--- config.mk ---
export PLATFORM = sky130hd
export DESIGN_NAME = adc_res_capture
export DESIGN_NICKNAME = d
export VERILOG_FILES = /design/src/rtl/adc_res_pkg.sv /design/src/rtl/adc_res_cmp.sv /design/src/rtl/adc_res_lock.sv /design/src/rtl/adc_res_store.sv /design/src/rtl/adc_res_capture.sv
export SDC_FILE = /design/constraint.sdc
export NUM_CORES = 1
export LEC_CHECK = 0
export ABC_AREA = 1
export CORE_ASPECT_RATIO = 1.1
export CORE_MARGIN = 2
export CORE_UTILIZATION = 50
export CTS_CLUSTER_DIAMETER = 100
export DETAILED_ROUTE_END_ITERATION = 12
export DONT_BUFFER_PORTS = 1
export SETUP_SLACK_MARGIN = 0.1
export SLEW_MARGIN = 20
export SYNTH_ARGS = -nofsm -noshare
export SYNTH_HDL_FRONTEND = slang
export SYNTH_HIERARCHICAL = 1
export SYNTH_SLANG_ARGS = --single-unit
--- constraint.sdc ---
create_clock -name clk_i -period 1.77 [get_ports clk_i]
set_input_delay 0.354 -clock clk_i [delete_from_list [all_inputs] [get_ports clk_i]]
set_output_delay 0.354 -clock clk_i [all_outputs]
set_load 0.03 [all_outputs]
--- src/rtl/adc_res_pkg.sv ---
package adc_res_pkg;
  parameter int unsigned RES_W    = 10;
  parameter int unsigned NARROW_W = 8;
  parameter int unsigned BYTE_W   = 8;

  typedef enum logic {
    CMP_LT = 1'b0,
    CMP_GE = 1'b1
  } cmp_pol_e;
endpackage

--- src/rtl/adc_res_cmp.sv ---
module adc_res_cmp #(
  parameter int unsigned RES_W    = adc_res_pkg::RES_W,
  parameter int unsigned NARROW_W = adc_res_pkg::NARROW_W
) (
  input  logic             wide_i,
  input  logic             en_i,
  input  logic             ge_i,
  input  logic [RES_W-1:0] data_i,
  input  logic [RES_W-1:0] level_i,
  output logic             pass_o
);
  import adc_res_pkg::*;

  logic [RES_W-1:0] data_m, level_m;
  logic             ge_true;

  // narrow mode compares only the low NARROW_W bits
  generate
    if (NARROW_W < RES_W) begin : g_mask
      always_comb begin
        data_m  = data_i;
        level_m = level_i;
        if (!wide_i) begin
          data_m[RES_W-1:NARROW_W]  = '0;
          level_m[RES_W-1:NARROW_W] = '0;
        end
      end
    end else begin : g_nomask
      assign data_m  = data_i;
      assign level_m = level_i;
    end
  endgenerate

  assign ge_true = (data_m >= level_m);

  always_comb begin
    if (!en_i)                       pass_o = 1'b1;
    else if (cmp_pol_e'(ge_i) == CMP_GE) pass_o = ge_true;
    else                             pass_o = ~ge_true;
  end
endmodule

--- src/rtl/adc_res_lock.sv ---
module adc_res_lock (
  input  logic clk_i,
  input  logic rst_ni,
  input  logic mode_wide_i,
  input  logic rd_hi_i,
  input  logic rd_lo_i,
  output logic mode_chg_o,
  output logic lock_o,
  output logic xfer_ok_o
);
  logic mode_q;

  assign mode_chg_o = (mode_wide_i != mode_q);
  // low-byte read in the same cycle releases the lock for this conversion
  assign xfer_ok_o  = ~mode_chg_o & (~lock_o | rd_lo_i);

  always_ff @(posedge clk_i or negedge rst_ni) begin
    if (!rst_ni) begin
      mode_q <= 1'b0;
      lock_o <= 1'b0;
    end else begin
      mode_q <= mode_wide_i;
      if (mode_chg_o)                lock_o <= 1'b0;
      else if (rd_hi_i && mode_wide_i) lock_o <= 1'b1;
      else if (rd_lo_i)              lock_o <= 1'b0;
    end
  end
endmodule

--- src/rtl/adc_res_store.sv ---
module adc_res_store #(
  parameter int unsigned RES_W    = adc_res_pkg::RES_W,
  parameter int unsigned NARROW_W = adc_res_pkg::NARROW_W,
  parameter int unsigned BYTE_W   = adc_res_pkg::BYTE_W
) (
  input  logic              clk_i,
  input  logic              rst_ni,
  input  logic              clr_i,
  input  logic              load_i,
  input  logic              wide_i,
  input  logic [RES_W-1:0]  data_i,
  output logic [BYTE_W-1:0] hi_o,
  output logic [BYTE_W-1:0] lo_o
);
  localparam int unsigned HI_W  = RES_W - BYTE_W;
  localparam int unsigned PAD_W = BYTE_W - HI_W;

  logic [RES_W-1:0] res_q, load_val;

  always_comb begin
    load_val = data_i;
    if (!wide_i) load_val[RES_W-1:NARROW_W] = '0;
  end

  always_ff @(posedge clk_i or negedge rst_ni) begin
    if (!rst_ni)     res_q <= '0;
    else if (clr_i)  res_q <= '0;
    else if (load_i) res_q <= load_val;
  end

  assign hi_o = {{PAD_W{1'b0}}, res_q[RES_W-1:BYTE_W]};
  assign lo_o = res_q[BYTE_W-1:0];
endmodule

--- src/rtl/adc_res_capture.sv ---
module adc_res_capture #(
  parameter int unsigned RES_W    = adc_res_pkg::RES_W,
  parameter int unsigned NARROW_W = adc_res_pkg::NARROW_W,
  parameter int unsigned BYTE_W   = adc_res_pkg::BYTE_W
) (
  input  logic              clk_i,
  input  logic              rst_ni,
  input  logic              conv_done_i,
  input  logic [RES_W-1:0]  conv_data_i,
  input  logic              mode_wide_i,
  input  logic              cmp_en_i,
  input  logic              cmp_ge_i,
  input  logic [RES_W-1:0]  cmp_level_i,
  input  logic              rd_hi_i,
  input  logic              rd_lo_i,
  output logic [BYTE_W-1:0] res_hi_o,
  output logic [BYTE_W-1:0] res_lo_o
);
  logic cmp_pass, mode_chg, lock_q, xfer_ok, store_en;

  adc_res_cmp #(.RES_W(RES_W), .NARROW_W(NARROW_W)) u_cmp (
    .wide_i  (mode_wide_i),
    .en_i    (cmp_en_i),
    .ge_i    (cmp_ge_i),
    .data_i  (conv_data_i),
    .level_i (cmp_level_i),
    .pass_o  (cmp_pass)
  );

  adc_res_lock u_lock (
    .clk_i       (clk_i),
    .rst_ni      (rst_ni),
    .mode_wide_i (mode_wide_i),
    .rd_hi_i     (rd_hi_i),
    .rd_lo_i     (rd_lo_i),
    .mode_chg_o  (mode_chg),
    .lock_o      (lock_q),
    .xfer_ok_o   (xfer_ok)
  );

  assign store_en = conv_done_i & cmp_pass & xfer_ok;

  adc_res_store #(.RES_W(RES_W), .NARROW_W(NARROW_W), .BYTE_W(BYTE_W)) u_store (
    .clk_i  (clk_i),
    .rst_ni (rst_ni),
    .clr_i  (mode_chg),
    .load_i (store_en),
    .wide_i (mode_wide_i),
    .data_i (conv_data_i),
    .hi_o   (res_hi_o),
    .lo_o   (res_lo_o)
  );
endmodule

==> results.py <==
metrics = {
    "pwr": {
        "power_frac_comb_pct": 23.5,
        "powerDensity_nw_per_um2": 668.8,
        "p_int_w": 0.0004831,
        "pwr-share-clk_pct": 29.5,
        "switching_power_w": 0.0002341,
        "p_leak_nw": 0.6422,
        "p_seq_share_pct": 47.0,
        "vdd_drop_max_v": 0.0002742,
        "switching_share_pct": 32.64,
    },
    "layout": {
        "nNetsFinal": 174,
        "diodes": 0,
        "utilization_pct": 61.57,
        "area_delta_synth_final_pct": 17.56,
        "final_cells": 153,
        "postLayoutCellArea_um2": 1072,
        "drive_gt1_share_pct": 24.44,
        "fillCellCount": 177,
    },
    "run": {
        "maxCapViolations": 0,
    },
    "logic_synthesis": {
        "syn_inst": 131,
        "syn-cell-area_um2": 912.1,
        "yosysTopAreaCellShare_pct": 32.92,
        "synthTopCellsByCount": "52 x nand2_1, 25 x inv_1, 12 x dfrtp_1",
        "synth_edf_count": 0,
        "yosys.area.top_type": "dfrtp_1",
        "ys.flop_type": "dfrtp_1",
        "synth_area_leaders": "dfrtp_1 33%, nand2_1 21%, ha_1 14%",
        "yosysMostFrequentCell": "nand2_1",
        "ys_ff_latch": 12,
        "synthArstFlopShare_pct": 100.0,
        "ys_types": 17,
        "avgSynthCellArea_um2": 6.963,
        "yosys_warnings": 6,
        "ys_seq_area_share_pct": 32.92,
    },
    "sta": {
        "setup-tns-final_ps": 0,
        "relSlewSlack_pct": 64.62,
        "maxSlewViolCount": 0,
        "fin_crit_sh_pct": 85.37,
        "hold_violations": 0,
        "min_period_ps": 1511,
        "fin_skew_ps": 1.496,
        "rsz0062_at_grt": "no",
        "hold_slack_ps": 111.5,
        "max_clock_freq_mhz": 661.8,
        "setup-violations-final": 0,
        "tightestPinTransition_ps": 529.0,
    },
    "clocking": {
        "cts_max_level": 1,
        "cts.sinks": 12,
        "cts_tree": "done",
        "cts.path.max_buffers": 2,
        "cts_inserted_buffers": 3,
        "clock_latency_ps": 270,
        "path_clk_slew_ps": 70,
        "cts-root-buf": "clkbuf_4",
    },
    "place": {
        "placed_cells": 148,
        "postPlaceCellArea_um2": 1021,
        "gp_congestion": 0.7395,
        "port-buffer-count": 0,
        "hpwl_um": 1434,
    },
    "global_routing": {
        "grt_pass1_wl_um": 2635,
        "gr-total-overflow": 0,
        "grt_max_degree": 13,
        "track_usage_pct": 16.21,
        "antenna_found_initial": 0,
        "first_global_vias": 667,
    },
    "worst_hold_path": {
        "hp-class": "in -> reg",
    },
    "route": {
        "drt_wl_total_um": 1633,
        "drc": 0,
        "drtPass1Iterations": 2,
        "wl_per_cell_um": 10.67,
        "drtAntennaViolNets": 0,
        "vias": 731,
        "detail_route.iter0.violations": 2,
        "viasPerCell": 4.778,
    },
    "worst_setup_path": {
        "worst_setup_path_end_kind": "flip-flop",
        "cp.arrival_ps": 1720,
        "setup.worst_path.start_class": "input pin",
        "path_class": "in -> reg",
        "cp_max_fo": 10,
        "required_ps": 1980,
    },
    "floorplan": {
        "coreArea_um2": 1742,
        "rows": 16,
        "die_y_um": 48.80,
        "die_x_um": 44.73,
        "start_util_pct": 52.37,
        "num_io_pins": 44,
        "dieArea_um2": 2182,
    },
    "status": {
        "outcome": "finished clean",
    },
}
worst paths after layout:
check / from / endpoint / slack [ps] / cells after the start
min in group asynchronous: rst_ni / u_store/res_q[3] / 500 / 1
max: mode_wide_i / u_store/res_q[2] / 260 / 14
min: mode_wide_i / u_lock/mode_q / 110 / 0
min reg2reg: u_lock/lock_o / u_lock/lock_o / 570 / 4
max reg2reg: u_lock/mode_q / u_store/res_q[2] / 460 / 9
max in group asynchronous: rst_ni / u_store/res_q[9] / 920 / 1
area by class of cell:
type	instances	area [µm²]	share of cell area, %
clock buffers	4	36.28	3.384
inverters	26	100.1	9.335
multi-input cells	91	595.6	55.54
flip-flops and latches	12	300.3	28.00
well taps	18	22.52	2.100
repair buffers	2	17.52	1.634
through the flow:
| step | setup WS (ps) | power [W] |
|---|---|---|
| after CTS | 214.4 | 0.0007271 |
| after floorplan | 67.72 | 0.0004927 |
| final | 259.0 | 0.0007172 |
| after detailed placement | -76.30 | 0.0005051 |
| after global placement | -33.90 | 0.0004987 |
| after global routing | 145.3 | 0.0007579 |
critical path, stage by stage:
cell,delay [ps]
nand2_4,40
inv_2,40
ha_4,270
nand2_4,50
nor2_2,90
nand3_1,90
nand3_1,90
nand2_1,60
nand3_2,60
nand2_1,80
nor2_4,160
buf_4,170
nand3_1,90
nand2_1,80
cells in the final DEF (no fill, tap or decap), types with 2 or more instances in the layout:
cell,instances
nand2_1,47
inv_1,18
dfrtp_1,12
nand3_1,10
inv_2,7
ha_4,6
conb_1,6
nand2_4,4
nor2_2,4
ha_1,4
clkbuf_4,3
nor2_4,2
nand2_2,2
state kept, by name (all words and copies together) (netlist names):
name / flops
u_lock/lock_o: 1
u_store/res_q: 10
u_lock/mode_q: 1
power groups by stage:
stage | clock network, W | logic, W | registers, W
final | 0.000212 | 0.000169 | 0.000337
after global routing | 0.000225 | 0.000193 | 0.000340
after CTS | 0.000220 | 0.000170 | 0.000337
after detailed placement | 0 | 0.000162 | 0.000343
after global placement | 0 | 0.000156 | 0.000342
after floorplan | 0 | 0.000153 | 0.000340
routing by layer:
metal	up-vias	GRT usage (%)	share of wire, %
met5	-	0	0
met4	0	10.61	1.2
met3	2	4.815	7.7
met2	27	24.88	49
met1	313	18.93	42
li1	389	-	-
kinds of logic after synthesis:
| group | after synthesis | synth area share [%] |
|---|---|---|
| flip-flops | 12 | 32.92 |
| adder cells (fa/ha/maj) | 10 | 13.72 |
| AO/OA/AOI/OAI | 3 | 1.921 |
| AND/OR/NAND/NOR | 72 | 34.16 |
| buffers and inverters | 33 | 16.87 |
| other | 1 | 0.4111 |
what timing repair did:
action | 4_1_cts | 5_1_grt
buffers inserted | 0 | 0
endpoints found under the setup margin | 0 | 3
hold endpoints to repair | 12 | 0
resized for setup | 0 | 1
hold buffers | 1 | 0
No activity file was read; power rests on OpenSTA's default activity.
